### config.mk
export PLATFORM = sky130hd
export DESIGN_NAME = irq_line_merger
export DESIGN_NICKNAME = d
export VERILOG_FILES = /design/src/rtl/irqm_pkg.sv /design/src/rtl/irqm_route.sv /design/src/rtl/irqm_pin_store.sv /design/src/rtl/irqm_line_cnt.sv /design/src/rtl/irq_line_merger.sv
export SDC_FILE = /design/constraint.sdc
export NUM_CORES = 1
export LEC_CHECK = 0
export BUFFER_PORTS_ARGS = -buffer_cell sky130_fd_sc_hd__buf_2
export CORE_ASPECT_RATIO = 1.2
export CORE_MARGIN = 4
export CORE_UTILIZATION = 63
export DETAILED_ROUTE_END_ITERATION = 12
export PLACE_DENSITY = 0.94
export SLEW_MARGIN = 0
export SYNTH_ARGS = -nofsm -noshare
export SYNTH_HDL_FRONTEND = slang
export SYNTH_SLANG_ARGS = --single-unit
### constraint.sdc
create_clock -name clk -period 10.83 [get_ports clk]
set_clock_uncertainty 0.05 [all_clocks]
set_input_delay 0.5415 -clock clk [delete_from_list [all_inputs] [get_ports clk]]
set_output_delay 0.5415 -clock clk [all_outputs]
set_load 0.01 [all_outputs]
### src/rtl/irqm_pkg.sv
// Package: shared constants for the interrupt line aggregator.
// Assumes: the restore header is a plain binary line count.
package irqm_pkg;
    localparam int PINS_PER_DEV = 4;
    localparam int PIN_W        = 2;
    localparam int HDR_W        = 8;
endpackage

### src/rtl/irqm_route.sv
// Module: irqm_route
// Maps a device pin to a shared line: (pin + slot) mod N_LINE, with the
// slot being the device index shifted right by FN_BITS.
// Assumes: purely combinational; the caller qualifies the result.
module irqm_route #(
    parameter int N_DEV   = 16,
    parameter int N_LINE  = 4,
    parameter int FN_BITS = 2,
    localparam int DEV_W  = (N_DEV > 1) ? $clog2(N_DEV) : 1,
    localparam int LW     = (N_LINE > 1) ? $clog2(N_LINE) : 1
) (
    input  logic [DEV_W-1:0]              dev,
    input  logic [irqm_pkg::PIN_W-1:0]    pin,
    output logic [LW-1:0]                 line_idx,
    output logic [N_LINE-1:0]             line_hot
);
    // Compute the routed line number and its one-hot form.
    always_comb begin
        int sum;
        sum      = (int'(dev) >> FN_BITS) + int'(pin);
        line_idx = LW'(sum % N_LINE);
        line_hot = '0;
        line_hot[line_idx] = 1'b1;
    end
endmodule

### src/rtl/irqm_pin_store.sv
// Module: irqm_pin_store
// Holds the last level of every device pin and flags events that change it.
// Assumes: the index {dev, pin} addresses a flat vector of N_DEV*4 bits.
module irqm_pin_store #(
    parameter int N_DEV  = 16,
    localparam int DEV_W = (N_DEV > 1) ? $clog2(N_DEV) : 1,
    localparam int NBITS = N_DEV * irqm_pkg::PINS_PER_DEV
) (
    input  logic                          clk,
    input  logic                          rst_n,
    input  logic                          ev_valid,
    input  logic [DEV_W-1:0]              ev_dev,
    input  logic [irqm_pkg::PIN_W-1:0]    ev_pin,
    input  logic                          ev_level,
    output logic                          changed
);
    logic [NBITS-1:0] lvl_q;
    logic [DEV_W+irqm_pkg::PIN_W-1:0] bit_idx;

    // Form the flat bit index and detect a real level change.
    always_comb begin
        bit_idx = {ev_dev, ev_pin};
        changed = ev_valid && (lvl_q[bit_idx] != ev_level);
    end

    // Store the new level on a real change; clear everything on reset.
    always_ff @(posedge clk) begin
        if (!rst_n)       lvl_q <= '0;
        else if (changed) lvl_q[bit_idx] <= ev_level;
    end
endmodule

### src/rtl/irqm_line_cnt.sv
// Module: irqm_line_cnt
// One active-requester counter per shared line, with bulk load and
// saturating decrement that reports an attempted underflow.
// Assumes: inc and dec are never both set for the same line.
module irqm_line_cnt #(
    parameter int N_LINE = 4,
    parameter int CW     = 7
) (
    input  logic                 clk,
    input  logic                 rst_n,
    input  logic [N_LINE-1:0]    inc,
    input  logic [N_LINE-1:0]    dec,
    input  logic                 ld_en,
    input  logic [N_LINE*CW-1:0] ld_val,
    output logic [N_LINE*CW-1:0] cnt_flat,
    output logic [N_LINE-1:0]    uf
);
    for (genvar k = 0; k < N_LINE; k++) begin : g_line
        logic [CW-1:0] cnt_q;
        logic          uf_q;

        // Update this line's count: load wins, then increment, then decrement.
        always_ff @(posedge clk) begin
            if (!rst_n) begin
                cnt_q <= '0;
                uf_q  <= 1'b0;
            end else begin
                uf_q <= 1'b0;
                if (ld_en)       cnt_q <= ld_val[k*CW +: CW];
                else if (inc[k]) cnt_q <= cnt_q + 1'b1;
                else if (dec[k]) begin
                    if (cnt_q == '0) uf_q  <= 1'b1;
                    else             cnt_q <= cnt_q - 1'b1;
                end
            end
        end

        assign cnt_flat[k*CW +: CW] = cnt_q;
        assign uf[k]                = uf_q;
    end
endmodule

### src/rtl/irq_line_merger.sv
// Module: irq_line_merger (top)
// Merges per-device, per-pin level events onto N_LINE shared lines using
// per-line requester counts; exposes counts for save and accepts restores.
// Assumes: a restore and an event in the same cycle is not used; if it
// happens, the restore decides the counts.
module irq_line_merger #(
    parameter int N_DEV   = 16,
    parameter int N_LINE  = 4,
    parameter int FN_BITS = 2,
    localparam int DEV_W  = (N_DEV > 1) ? $clog2(N_DEV) : 1,
    localparam int LW     = (N_LINE > 1) ? $clog2(N_LINE) : 1,
    localparam int CW     = $clog2(N_DEV * irqm_pkg::PINS_PER_DEV + 1)
) (
    input  logic                          clk,
    input  logic                          rst_n,
    input  logic                          ev_valid,
    input  logic [DEV_W-1:0]              ev_dev,
    input  logic [irqm_pkg::PIN_W-1:0]    ev_pin,
    input  logic                          ev_level,
    input  logic                          ld_valid,
    input  logic [irqm_pkg::HDR_W-1:0]    ld_nline,
    input  logic [N_LINE*CW-1:0]          ld_cnt,
    output logic [N_LINE-1:0]             line_out,
    output logic [N_LINE*CW-1:0]          cnt_flat,
    output logic                          ld_reject,
    output logic                          underflow_err
);
    logic [LW-1:0]     route_idx;
    logic [N_LINE-1:0] route_hot;
    logic              chg;
    logic              ld_ok;
    logic [N_LINE-1:0] inc_v, dec_v, uf_v;

    irqm_route #(.N_DEV(N_DEV), .N_LINE(N_LINE), .FN_BITS(FN_BITS)) u_route (
        .dev(ev_dev), .pin(ev_pin), .line_idx(route_idx), .line_hot(route_hot)
    );

    irqm_pin_store #(.N_DEV(N_DEV)) u_store (
        .clk(clk), .rst_n(rst_n), .ev_valid(ev_valid), .ev_dev(ev_dev),
        .ev_pin(ev_pin), .ev_level(ev_level), .changed(chg)
    );

    // Steer a real change to the increment or decrement of the routed line.
    always_comb begin
        ld_ok = ld_valid && (ld_nline == irqm_pkg::HDR_W'(N_LINE));
        inc_v = (chg &&  ev_level) ? route_hot : '0;
        dec_v = (chg && !ev_level) ? route_hot : '0;
    end

    irqm_line_cnt #(.N_LINE(N_LINE), .CW(CW)) u_cnt (
        .clk(clk), .rst_n(rst_n), .inc(inc_v), .dec(dec_v),
        .ld_en(ld_ok), .ld_val(ld_cnt), .cnt_flat(cnt_flat), .uf(uf_v)
    );

    // Drive each shared line from its count being nonzero.
    always_comb begin
        for (int k = 0; k < N_LINE; k++)
            line_out[k] = (cnt_flat[k*CW +: CW] != '0);
    end

    // Pulse the restore-refused flag for a mismatched header.
    always_ff @(posedge clk) begin
        if (!rst_n) ld_reject <= 1'b0;
        else        ld_reject <= ld_valid && !ld_ok;
    end

    assign underflow_err = |uf_v;
endmodule

# ---- Word-level counts from Yosys, hierarchy flattened
# Cells that the tools add are included.
dict set report op_classes {
  n_addsub 9
  n_lt_le_gt_ge 4
  eq_ne 6
  n_mux 29
  bitwise_logic 5
  n_reduce_logical 30
}
# operator count
set ops {}
lappend ops {{two-way mux 7 bit} 16}
lappend ops {{bitwise mux 64 bit} 1}
lappend ops {{adder 7 x 1 -> 7 bit (second input constant)} 4}
lappend ops {{logical NOT 7 bit} 4}
lappend ops {{nonzero test 7 bit} 4}
lappend ops {{subtractor 7 x 1 -> 7 bit (second input constant)} 4}
lappend ops {{OR reduction 4 bit} 5}
lappend ops {{!= test 3 bit (second input constant)} 4}
lappend ops {{nonzero test 3 bit} 4}
lappend ops {{equality test 8 x 3 -> 1 bit (second input constant)} 1}
lappend ops {{two-way mux 4 bit} 2}
lappend ops {{AND reduction 2 bit} 4}
lappend ops {{logical AND 1 bit} 7}
lappend ops {{< comparator 6 x 7 -> 1 bit (second input constant)} 1}
lappend ops {{two-way mux 1 bit} 7}
lappend ops {{binary-select mux 1 bit (select 6 bit)} 1}
lappend ops {{demux 1 bit (select 6 bit)} 1}
lappend ops {{greater-or-equal comparator 6 x 1 -> 1 bit (second input constant)} 1}
lappend ops {{inverter 1 bit} 5}
lappend ops {{< comparator 2 x 3 -> 1 bit (second input constant)} 1}
lappend ops {{adder 2 bit} 1}
lappend ops {{demux 1 bit (select 2 bit)} 1}
lappend ops {{greater-or-equal comparator 2 x 1 -> 1 bit (second input constant)} 1}
lappend ops {{logical NOT 1 bit} 2}
lappend ops {{!= test 1 bit} 1}
dict set report word_totals {
  register_bits 97
  in_bits 47
}

# ---- Logic depth before layout (Yosys ltp)
# Gate-level depths: netlist (run 1).
dict set report depth {
  depth_word 9
  mapped_depth 22
  mapped_depth_nobuf 16
}

# ---- Modules after synthesis
# Synthesis (run 1) repeated with hierarchy kept, for this count alone.
dict set report unflattened {
  cells_unflattened 733
  hier_area_um2 6117.1
}
# module instances cells_each area_each_um2
set modules_own_cells {}
lappend modules_own_cells {irqm_pin_store 1 407 3390.8}
lappend modules_own_cells {irqm_line_cnt 1 291 2484.9}
lappend modules_own_cells {irq_line_merger 1 28 180.2}
lappend modules_own_cells {irqm_route 1 7 61.3}

# ---- Least setup slack after synthesis (run 1)
# No wires, ideal clock.
dict set report synth_path {
  kind {input -> register}
  startpoint {input ev_pin[0] in the netlist's numbering}
  endpoint {register u_cnt.g_line[1].cnt_q[6]}
  setup_ns 0.123
  arrival_time_ns 4.796
  required_time_ns 10.657
  path_slack_ns 5.861
  path_stages 22
  n_path_buf 6
  path_cell_list {buf_6 -> buf_6 -> nand3_1 -> a21boi_1 -> o41a_1 -> buf_2 -> a311o_1 -> or4_1 -> buf_6 -> clkbuf_1 -> clkbuf_1 -> nor2_1 -> nand2_1 -> fa_1 -> a21o_1 -> a21oi_1 -> o21bai_1 -> a21oi_1 -> xor2_1 -> nor3_1 -> a311oi_1 -> a21oi_1}
}
dict set report synth_via {
  elab_chain_len 8
  elab_cells_between_ends 19
}
# item line
set synth_rtl {}
lappend synth_rtl {{from (decl)} irq_line_merger.sv:18} ;# input logic [irqm_pkg::PIN_W-1:0] ev_pin,
lappend synth_rtl {{adder 2 bit or binary-select mux 1 bit (select 6 bit) (tied branches)} {irqm_route.sv:20, irqm_pin_store.sv:23}}
lappend synth_rtl {{< comparator 2 x 3 -> 1 bit (not written as such) (tied with other cells)} irqm_route.sv:23} ;# line_hot[line_idx] = 1'b1;
lappend synth_rtl {{logical AND 1 bit (not written as such) or != test 1 bit (tied branches)} {irqm_route.sv:23, irqm_pin_store.sv:23}}
lappend synth_rtl {{two-way mux 1 bit (not written as such) or logical AND 1 bit (tied branches)} {irqm_route.sv:23, irqm_pin_store.sv:23}}
lappend synth_rtl {{demux 1 bit (select 2 bit) (tied with other cells)} --}
lappend synth_rtl {{two-way mux 4 bit, on equally long branches} {irq_line_merger.sv:46, irq_line_merger.sv:47}}
lappend synth_rtl {{!= test 3 bit (no source line) (tied with other cells)} --}
lappend synth_rtl {{AND reduction 2 bit (no source line) or two-way mux 7 bit (tied branches)} --}
lappend synth_rtl {{to (signal assigned)} irqm_line_cnt.sv:29} ;# if (ld_en) cnt_q <= ld_val[k*CW +: CW];
lappend synth_rtl {{to (signal assigned)} irqm_line_cnt.sv:30} ;# else if (inc[k]) cnt_q <= cnt_q + 1'b1;
lappend synth_rtl {{to (signal assigned)} irqm_line_cnt.sv:33} ;# else cnt_q <= cnt_q - 1'b1;
lappend synth_rtl {{to (decl)} irqm_line_cnt.sv:19} ;# logic [CW-1:0] cnt_q;
# Parallel ways exist; a longest one is shown, timed or not. The select of a mux whose other input is x is not followed.
# A chain may end at the register's enable or synchronous reset.

# ---- Final worst setup path (run 1)
# Ends and elaborated chain as after synthesis.

==> metrics.csv, run 1 <==
stage;metric;value;unit
global_routing;GRT Total Usage;32.6;%
clock_tree;Hold-fix buffers, CTS;0;
critical_path;critical path's top delay family;compound AO/OA/AOI/OAI gates;
sta;PnR worst setup slack;5490;ps
sta;Final TNS setup;0;ps
critical_path;Slowest-stage cell, CP;or4_2;
critical_path;CP Capture Type;register;
detailed_routing;wire length per cell;19.5;µm
logic_synthesis;Synth Instances;718;
critical_path;Levels on crit path;17;
finish;fin area;6450;µm²
finish;P&R area growth vs syn;8.97;%
global_routing;largest net degree at the start of global routing;68;
clock_tree;TritonCTS clock tree;built;
sta;WHS;321;ps
place;IO Port Bufs;80;
detailed_routing;Remaining DRCs;0;
floorplan;starting density of the core;64.8;%
floorplan;site row count;38;
critical_path;CP required;11040;ps
critical_path;critical path class;input pin to register;
detailed_routing;DR vias;6011;
detailed_routing;Via density;6.74;
finish;most common cell after layout, fill and taps aside;dfxtp_1;
critical_path;worst path bufs/invs;1;
logic_synthesis;post-synth cell types;61;
clock_tree;setup bufs post-CTS;0;
finish;most frequent cells in the layout;dfxtp_1 (97), a21oi_1 (91), buf_2 (80);
clock_tree;Inserted Clock Buffers;9;
finish;Antenna Diode Count;0;
place;gpl congestion;0.978;
detailed_routing;post-route ant nets;0;
run_status;status;completed;
sta;fin crit period;5340;ps
logic_synthesis;sequential area share after synthesis;32.8;%
clock_tree;CTS root buf;clkbuf_8;
global_routing;global route total overflow;0;
sta;setup violators final;0;
sta;RSZ-0062 raised after global routing;false;
power_and_ir_drop;LEAKAGE;2.44;nW
sta;Rel. slew slack;22.0;%
logic_synthesis;Mapped Nets;790;
global_routing;vias in the first global route;5836;
clock_tree;Clk pin slew, worst setup/hold paths;80;ps
sta;period utilization;49.3;%
floorplan;die area;11000;µm²
detailed_routing;number of DRC markers in iteration 0;635;
logic_synthesis;FFs w/ async S/R, synth;0;%
power_and_ir_drop;peak supply drop;0.0693;mV
flow_run;Max Cap Viol;0;
clock_tree;clk_lat worst skew;390;ps
power_and_ir_drop;Pwr Density;116;nW/µm²
logic_synthesis;register bit total from synthesis;97;
critical_path;most used cell, CP;a21oi_1;
floorplan;chip width;96.5;µm
critical_path;crit-path max FO;39;
clock_tree;CTS HTree Levels;3;
sta;Peak Freq;187;MHz
global_routing;initial antenna violation count;0;
clock_tree;clk sinks;97;
finish;Nets;840;
logic_synthesis;Post-Syn Area;5920;µm²
detailed_routing;1st-pass router iterations;6;
logic_synthesis;YS warnings;0;
sta;Slew @ Worst Pin;1170;ps
logic_synthesis;Post-synth top flop;dfxtp_1;
floorplan;I/O pin total;81;
clock_tree;cts repair resizes;0;
critical_path;reg2reg path depth;16;
critical_path;Slowest Stage Delay on Critical Path;700;ps
logic_synthesis;Post-synth EDFFs;0;
place;area of placed instances;6280;µm²
critical_path;critical-path cell list;buf_2 > or3b_1 > a21oi_1 > o41a_1 > a311o_1 > or4_2 > nor2_1 > nand2_1 > fa_1 > a21o_1 > a21oi_1 > o21bai_1 > a21oi_1 > xor2_1 > nor3_1 > a311oi_1 > a21oi_1;
finish;Final Util;70.6;%
clock_tree;Max Root-Sink Buffers;2;
floorplan;Die Y;114;µm
sta;fin. max-slew vios;0;
hold_path;min-delay worst type;input pin to register;
floorplan;Core ar.;9130;µm²
hold_path;worst hold path stage count;3;
place;dpl ws;5240;ps
finish;# fillers;743;
sta;Fin. Hold Viols;0;
critical_path;CP arrival;5550;ps
place;DP Wirelength;11900;µm
global_routing;global-route wire length before repair;28200;µm
finish;layout cells sized above 1;14.5;%
detailed_routing;total length of routed wires;17400;µm
logic_synthesis;syn_area_per_cell;8.24;µm²
critical_path;startpoint type of the worst setup path;input pin;
## power breakdown
| group | internal [W] | switching (W) | total, W |
|---|---|---|---|
| sequential | 0.000363 | 0.00000839 | 0.000372 |
| clock | 0.0000881 | 0.000127 | 0.000215 |
| combinational | 0.0000636 | 0.000100 | 0.000164 |
| total | 0.000515 | 0.000236 | 0.000751 |
## layer usage
metal  vias to the layer above  GRT usage, %  share of wire [%]
li1                       2792             -                  -
met1                      2806          41.2                 39
met2                       340          51.2                 47
met3                        73          7.03                9.8
met4                         0          18.2                4.6
met5                         -             0                  0
## metrics by stage
stage / cells / total power [W]
after floorplan: 718 / 0.000493
after global placement: 877 / 0.000531
after detailed placement: 877 / 0.000539
after CTS: 892 / 0.000747
after global routing: 892 / 0.000779
final: 892 / 0.000751
## path summary, 6_finish.rpt
| path | slack [ps] | endpoint | start |
|---|---|---|---|
| max | 5490 | u_cnt.g_line[1].cnt_q[6]$_SDFFE_PN0P_ | ev_pin[0] |
| min | 320 | u_cnt.g_line[3].cnt_q[4]$_SDFFE_PN0P_ | ld_cnt[25] |
| max reg2reg | 5900 | u_cnt.g_line[1].cnt_q[6]$_SDFFE_PN0P_ | u_store.lvl_q[48]$_SDFFE_PN0P_ |
| min reg2reg | 450 | u_store.lvl_q[31]$_SDFFE_PN0P_ | u_store.lvl_q[31]$_SDFFE_PN0P_ |
## sequential cells by signal, indices dropped and copies added (netlist names)
register	count
u_cnt.g_line.uf_q	4
u_store.lvl_q	64
u_cnt.g_line.cnt_q	28
ld_reject	1
## cells in the mapped netlist, drive strengths merged (2+ instances only)
cell,n,area [µm²]
nand3,38,190
nor3b,5,37.5
buf,15,101
dfxtp,97,1940
a211oi,54,410
nor3,22,121
or4,5,37.5
a21o,13,97.6
or3b,2,17.5
nand4,4,25.0
mux2i,26,273
a31oi,2,12.5
mux2,5,56.3
a221oi,3,26.3
a311oi,2,17.5
nor2b,5,31.3
xnor2,16,140
or2,2,12.5
and3,9,56.3
mux4,2,45.0
inv,12,45.0
ha,21,263
nand2b,8,50.1
nand3b,7,52.6
o41ai,2,17.5
o2111ai,2,17.5
nor4,11,98.8
nor2,56,218
nand2,35,131
xor2,11,96.3
clkbuf,30,113
a21oi,91,455
o21ai,69,357
and3b,7,61.3
o211ai,8,60.1
fa,4,80.1
o21bai,4,30.0
## layout make-up
cell class	instances	area, µm²	share of cell area (%)
inverters	12	45.0	0.699
multi-input cells	564	3720	57.7
well taps	120	150	2.33
clock buffers	12	145	2.25
repair buffers	84	430	6.68
flip-flops and latches	97	1940	30.1
clock inverters	3	17.5	0.272
## cells by family (layout without fill, tap and decap cells)
group                    count (synthesis)  count (layout)  share of synthesized area, %
AND/OR/NAND/NOR                        221             221                          20.0
XOR/XNOR                                27              27                          4.00
AO/OA/AOI/OAI                          258             258                          26.6
adder cells (fa/ha/maj)                 25              25                          5.79
buffers and inverters                   57             111                          4.38
flip-flops                              97              97                          32.8
multiplexers                            33              33                          6.32
## worst min-delay path, stage by stage
cell and delay [ps]:
buf_2 80, nand2_1 40, o21ai_1 60
No activity file was read; power rests on OpenSTA's default activity.
==> run 2, diff against run 1 <==
--- a/config.mk
+++ b/config.mk
@@ -8,9 +8,9 @@
 export BUFFER_PORTS_ARGS = -buffer_cell sky130_fd_sc_hd__buf_2
 export CORE_ASPECT_RATIO = 1.2
 export CORE_MARGIN = 4
-export CORE_UTILIZATION = 63
+export CORE_UTILIZATION = 58
 export DETAILED_ROUTE_END_ITERATION = 12
-export PLACE_DENSITY = 0.94
+export PLACE_DENSITY = 0.88
 export SLEW_MARGIN = 0
 export SYNTH_ARGS = -nofsm -noshare
 export SYNTH_HDL_FRONTEND = slang
==> constraint.sdc (replaced) <==
create_clock -name clk -period 5.4 [get_ports clk]
set_clock_uncertainty 0.05 [all_clocks]
set_input_delay 0.27 -clock clk [delete_from_list [all_inputs] [get_ports clk]]
set_output_delay 0.27 -clock clk [all_outputs]
set_load 0.01 [all_outputs]
==> run 2 against run 1 <==
- register-to-register slack lost 5200 ps
- first-iteration DRC count shrank 20%
- setup slack worse by 5000 ps
- global-route usage shrank 2.4 points
- clock power increased to 3.0 times the previous value
- cell count is 1.5% higher
- count of clock-buffer cells in the layout rose by 1
- worst hold slack got worse by 250 ps
- cell area is 2.8% higher
- via count shrank 0.60%
- critical endpoint is now u_cnt.g_line[3].cnt_q[6]$_SDFFE_PN0P_
- largest power group unchanged
- highest routed layer unchanged
==> metrics.csv, run 2 (synthesis results as in run 1) <==
stage;metric;value;unit
run_status;status;completed;
power_and_ir_drop;Pwr Density;259;nW/µm²
global_routing;global-route wire length before repair;29000;µm
critical_path;CP required;5590;ps
finish;Final Util;66.2;%
detailed_routing;post-route ant nets;0;
floorplan;Die Y;119;µm
power_and_ir_drop;peak supply drop;0.155;mV
critical_path;Setup crit start;ev_pin[0];
clock_tree;clk sinks;97;
critical_path;crit-path max FO;39;
detailed_routing;total length of routed wires;17800;µm
finish;largest register by flop count;u_store.lvl_q;
sta;Final TNS setup;0;ps
hold_path;worst hold path stage count;3;
clock_tree;CTS root buf;clkbuf_16;
global_routing;initial antenna violation count;0;
clock_tree;Max Root-Sink Buffers;2;
finish;Nets;846;
floorplan;I/O pin total;81;
clock_tree;setup bufs post-CTS;0;
critical_path;startpoint type of the worst setup path;input pin;
detailed_routing;highest metal used;met4;
critical_path;CP arrival;5090;ps
floorplan;chip width;100;µm
clock_tree;TritonCTS clock tree;built;
detailed_routing;met2 WL;8540;µm
critical_path;Slowest-stage cell, CP;or4_2;
finish;Antenna Diode Count;0;
hold_path;hold path start;ld_cnt[18];
place;IO Port Bufs;80;
sta;RSZ-0062 raised after global routing;false;
detailed_routing;Remaining DRCs;0;
detailed_routing;Via density;6.60;
critical_path;Slowest Stage Delay on Critical Path;700;ps
place;DP Wirelength;12100;µm
sta;setup violators final;0;
floorplan;starting density of the core;59.1;%
global_routing;largest net degree at the start of global routing;68;
clock_tree;Clk pin slew, worst setup/hold paths;70;ps
sta;Rel. slew slack;23.0;%
sta;period utilization;90.7;%
place;dpl ws;249;ps
sta;Fin. Hold Viols;0;
global_routing;GRT Total Usage;30.2;%
critical_path;CP Capture Type;register;
finish;leading registers by flop count;u_store.lvl_q (64), u_cnt.g_line.cnt_q (28), u_cnt.g_line.uf_q (4);
critical_path;critical path class;input pin to register;
sta;PnR worst setup slack;502;ps
global_routing;global route total overflow;0;
finish;layout cells sized above 1;15.1;%
sta;fin. max-slew vios;0;
flow_run;Max Cap Viol;0;
finish;most common cell after layout, fill and taps aside;dfxtp_1;
detailed_routing;wire length per cell;19.7;µm
critical_path;Worst R2R Start;u_store.lvl_q[44]$_SDFFE_PN0P_;
critical_path;critical-path cell list;buf_2 > mux4_2 > mux2i_1 > nor2_1 > or2_1 > or4_2 > nor2_1 > nand2_1 > fa_1 > a21o_1 > a21oi_1 > o21bai_1 > a21oi_1 > xor2_1 > nor3_1 > a311oi_1 > a21oi_1;
detailed_routing;1st-pass router iterations;5;
critical_path;most used cell, CP;a21oi_1;
floorplan;Core ar.;10000;µm²
clock_tree;CTS HTree Levels;3;
sta;Peak Freq;204;MHz
power_and_ir_drop;LEAKAGE;2.53;nW
sta;fin crit period;4900;ps
sta;Slew @ Worst Pin;1140;ps
detailed_routing;length of routed met3 wiring;1440;µm
critical_path;FF-to-FF setup slack;730;ps
finish;max FFs per register;64;
hold_path;Hold EP;u_cnt.g_line[2].cnt_q[4]$_SDFFE_PN0P_;
finish;P&R area growth vs syn;12.0;%
place;gpl congestion;0.946;
power_and_ir_drop;Tot Pwr;0.00171;W
critical_path;reg2reg path depth;16;
clock_tree;Inserted Clock Buffers;9;
detailed_routing;M1 wire length;7140;µm
global_routing;vias in the first global route;5868;
finish;most frequent cells in the layout;dfxtp_1 (97), a21oi_1 (91), buf_2 (80);
detailed_routing;number of DRC markers in iteration 0;509;
hold_path;min-delay worst type;input pin to register;
detailed_routing;DR vias;5975;
floorplan;site row count;40;
clock_tree;clk_lat worst skew;350;ps
clock_tree;Hold-fix buffers, CTS;0;
clock_tree;cts repair resizes;0;
floorplan;die area;11900;µm²
critical_path;worst r2r dst;u_cnt.g_line[3].cnt_q[6]$_SDFFE_PN0P_;
## run 2: cell count changes in the layout (fill, tap and decap cells not counted)
cell        previous run  this run
clkbuf_16              0         9
clkbuf_8              10         1
buf_4                  4        10
bufinv_16              0         1
clkbuf_1               2         3
clkinvlp_4             1         0
## run 2: worst max-delay path by stage
stage | end
after floorplan | u_cnt.g_line[1].cnt_q[6]$_SDFFE_PN0P_
after global placement | u_cnt.g_line[1].cnt_q[6]$_SDFFE_PN0P_
after detailed placement | u_cnt.g_line[3].cnt_q[6]$_SDFFE_PN0P_
after CTS | u_cnt.g_line[3].cnt_q[6]$_SDFFE_PN0P_
after global routing | u_cnt.g_line[0].cnt_q[6]$_SDFFE_PN0P_
final | u_cnt.g_line[3].cnt_q[6]$_SDFFE_PN0P_
## run 2: critical path, delay by kind of cell
| kind | cells | cell delay (ps) |
|---|---|---|
| AND/OR/NAND/NOR | 6 | 1760 |
| AO/OA/AOI/OAI | 6 | 1060 |
| multiplexers | 2 | 740 |
| buffers and inverters | 1 | 540 |
| adder cells (fa/ha/maj) | 1 | 470 |
| XOR/XNOR | 1 | 210 |
## run 2: where the power goes
group / total, W / switching [W] / internal, W
Sequential: 0.000746 / 0.0000168 / 0.000729
Combinational: 0.000327 / 0.000198 / 0.000129
Clock: 0.000641 / 0.000270 / 0.000371
Total: 0.00171 / 0.000485 / 0.00123
## run 2: area by class of cell
| type | count | area, µm² |
|---|---|---|
| multi-input combinational | 564 | 3720 |
| fill | 851 | 3380 |
| sequential | 97 | 1940 |
| timing repair buffer | 90 | 475 |
| clock buffer | 13 | 250 |
| tap | 126 | 158 |
| inverter | 12 | 45.0 |
| clock inverter | 3 | 40.0 |
## run 2: routing by layer
layer	global-route usage, %	vias to the layer above
met3	6.26	64
met2	49.3	282
met5	0	-
met1	37.2	2835
li1	-	2794
met4	15.2	0
## run 2: metrics by stage
stage,hold slack (ps),instance area (µm²),std cells
final,69.5,6630,905
after CTS,60.8,6630,905
after global routing,89.1,6630,905
after floorplan,329,5920,718
after global placement,415,6340,889
after detailed placement,421,6340,889
==> run 3, diff against run 2 <==
--- a/config.mk
+++ b/config.mk
@@ -8,9 +8,9 @@
 export BUFFER_PORTS_ARGS = -buffer_cell sky130_fd_sc_hd__buf_2
 export CORE_ASPECT_RATIO = 1.2
 export CORE_MARGIN = 4
-export CORE_UTILIZATION = 58
+export CORE_UTILIZATION = 53
 export DETAILED_ROUTE_END_ITERATION = 12
-export PLACE_DENSITY = 0.88
+export PLACE_DENSITY = 0.85
 export SLEW_MARGIN = 0
 export SYNTH_ARGS = -nofsm -noshare
 export SYNTH_HDL_FRONTEND = slang
==> constraint.sdc (replaced) <==
create_clock -name clk -period 4.21 [get_ports clk]
set_clock_uncertainty 0.05 [all_clocks]
set_input_delay 0.2105 -clock clk [delete_from_list [all_inputs] [get_ports clk]]
set_output_delay 0.2105 -clock clk [all_outputs]
set_load 0.01 [all_outputs]
==> run 3 against run 2 <==
- cell area rose by 7.6%
- utilization down 1.3 points
- global-route usage is 1.7 points lower
- critical path depth did not move
- non-clock buffer count increased by 48
- total power increased by 37%
- sequential cell count is the same
- clock power grew 41%
- critical endpoint is now u_cnt.g_line[0].cnt_q[6]$_SDFFE_PN0P_
- setup slack got worse by 360 ps
- worst hold slack worse by 64 ps
- combinational power grew 49%
==> metrics.csv, run 3 (synthesis results as in run 1) <==
stage;metric;value;unit
run_status;status;completed;
global_routing;GRT Total Usage;28.5;%
finish;Final Util;64.9;%
detailed_routing;number of DRC markers in iteration 0;517;
detailed_routing;Via density;6.45;
clock_tree;TritonCTS clock tree;built;
hold_path;min-delay worst type;input pin to register;
power_and_ir_drop;Pwr Density;330;nW/µm²
critical_path;startpoint type of the worst setup path;register;
finish;Nets;894;
critical_path;CP arrival;4300;ps
finish;most common cell after layout, fill and taps aside;dfxtp_1;
critical_path;Worst R2R Start;u_store.lvl_q[44]$_SDFFE_PN0P_;
place;area of placed instances;6760;µm²
finish;layout cells sized above 1;22.2;%
global_routing;largest net degree at the start of global routing;60;
detailed_routing;DR vias;6182;
finish;leading registers by flop count;u_store.lvl_q (64), u_cnt.g_line.cnt_q (28), u_cnt.g_line.uf_q (4);
sta;Fin. Hold Viols;0;
detailed_routing;post-route ant nets;0;
critical_path;reg2reg path depth;17;
critical_path;FF-to-FF setup slack;140;ps
critical_path;CP Capture Type;register;
floorplan;starting density of the core;53.9;%
floorplan;Core ar.;11000;µm²
floorplan;I/O pin total;81;
hold_path;worst hold path stage count;3;
finish;max FFs per register;64;
detailed_routing;1st-pass router iterations;5;
clock_tree;Inserted Clock Buffers;9;
clock_tree;CTS HTree Levels;3;
sta;Peak Freq;246;MHz
power_and_ir_drop;peak supply drop;0.208;mV
clock_tree;clk sinks;97;
critical_path;crit-path max FO;4;
sta;period utilization;96.7;%
global_routing;global-route wire length before repair;29900;µm
global_routing;initial antenna violation count;0;
floorplan;Die Y;124;µm
sta;Rel. slew slack;22.1;%
finish;Antenna Diode Count;0;
finish;fin area;7130;µm²
finish;P&R area growth vs syn;20.5;%
clock_tree;Clk pin slew, worst setup/hold paths;70;ps
clock_tree;CTS root buf;clkbuf_16;
detailed_routing;Remaining DRCs;0;
critical_path;Setup crit start;u_store.lvl_q[44]$_SDFFE_PN0P_;
power_and_ir_drop;LEAKAGE;2.83;nW
finish;largest register by flop count;u_store.lvl_q;
critical_path;critical path class;register to register;
detailed_routing;wire length per cell;19.3;µm
sta;fin. max-slew vios;0;
sta;fin crit period;4070;ps
critical_path;Setup crit end;u_cnt.g_line[0].cnt_q[6]$_SDFFE_PN0P_;
global_routing;vias in the first global route;6279;
sta;WHS;5.62;ps
flow_run;Max Cap Viol;0;
critical_path;CP required;4440;ps
clock_tree;Hold-fix buffers, CTS;0;
place;gpl congestion;0.977;
place;IO Port Bufs;80;
finish;# fillers;929;
floorplan;die area;12900;µm²
power_and_ir_drop;Tot Pwr;0.00235;W
place;DP Wirelength;13000;µm
finish;most frequent cells in the layout;dfxtp_1 (97), a21oi_1 (87), buf_2 (80);
floorplan;chip width;104;µm
critical_path;worst r2r dst;u_cnt.g_line[0].cnt_q[6]$_SDFFE_PN0P_;
global_routing;global route total overflow;0;
sta;setup violators final;0;
sta;Slew @ Worst Pin;1160;ps
detailed_routing;total length of routed wires;18500;µm
clock_tree;clk_lat worst skew;350;ps
floorplan;site row count;42;
clock_tree;Max Root-Sink Buffers;2;
==> run 3: worst min path at each step <==
stage / end / slack (ps) / startpoint
2_1_floorplan: u_cnt.g_line[2].cnt_q[3]$_SDFFE_PN0P_ / 270 / ld_cnt[17]
3_3_place_gp: u_cnt.g_line[2].cnt_q[4]$_SDFFE_PN0P_ / 360 / ld_cnt[18]
3_5_place_dp: u_cnt.g_line[2].cnt_q[4]$_SDFFE_PN0P_ / 370 / ld_cnt[18]
4_1_cts: u_cnt.g_line[2].cnt_q[4]$_SDFFE_PN0P_ / 0.2 / ld_cnt[18]
5_1_grt: u_cnt.g_line[2].cnt_q[4]$_SDFFE_PN0P_ / 30 / ld_cnt[18]
6_report: u_cnt.g_line[2].cnt_q[4]$_SDFFE_PN0P_ / 6 / ld_cnt[18]
==> run 3: layout make-up <==
| cell class | instances | area, µm² | share of cell area (%) |
|---|---|---|---|
| sequential | 97 | 1940 | 27.2 |
| clock inverter | 2 | 60.1 | 0.842 |
| clock buffer | 13 | 270 | 3.79 |
| multi-input combinational | 564 | 3800 | 53.3 |
| tap | 132 | 165 | 2.32 |
| timing repair buffer | 138 | 848 | 11.9 |
| inverter | 12 | 45.0 | 0.632 |
==> run 3: per-stage QoR <==
stage	worst slack, ps	cells	setup TNS, ps
finish	140	958	0
global placement	-111	940	-191
CTS	175	955	0
detailed placement	-202	940	-704
global route	-72.6	958	-72.6
floorplan	-68.7	718	-142
==> run 3: metal layers <==
| metal | GRT usage (%) | routed length (µm) | up-vias |
|---|---|---|---|
| li1 | - | - | 2895 |
| met1 | 33.0 | 7310 | 2948 |
| met2 | 50.8 | 9160 | 273 |
| met3 | 4.77 | 1210 | 66 |
| met4 | 15.1 | 800 | 0 |
| met5 | 0 | 0 | - |
==> run 3: power breakdown <==
part	total [W]	leakage [nW]	switching (W)	internal (W)
registers	0.000956	0.783	0.0000211	0.000935
logic	0.000487	1.88	0.000278	0.000209
clock network	0.000907	0.162	0.000341	0.000566
total	0.00235	2.83	0.000639	0.00171
==> run 3: repair_timing <==
action | in CTS | in global routing
pin swaps | 1 | 4
buffers inserted | 0 | 3
resized for setup | 1 | 3
endpoints found under the setup margin | 3 | 1
endpoints found under the hold margin | 0 | 0
==> run 3: worst max-delay path, cell delays in order, from the launching register on <==
cell and delay [ps]:
dfxtp_1 330, mux2_1 310, a221oi_2 270, o21ai_0 110, a311o_1 340, or4_4 530
nor2_4 210, buf_4 160, nand2_4 70, fa_2 370, a21o_1 170, a21oi_2 130
o21bai_1 80, a21oi_1 180, xnor2_1 180, nor3b_2 270, a211oi_2 70, a21oi_1 160
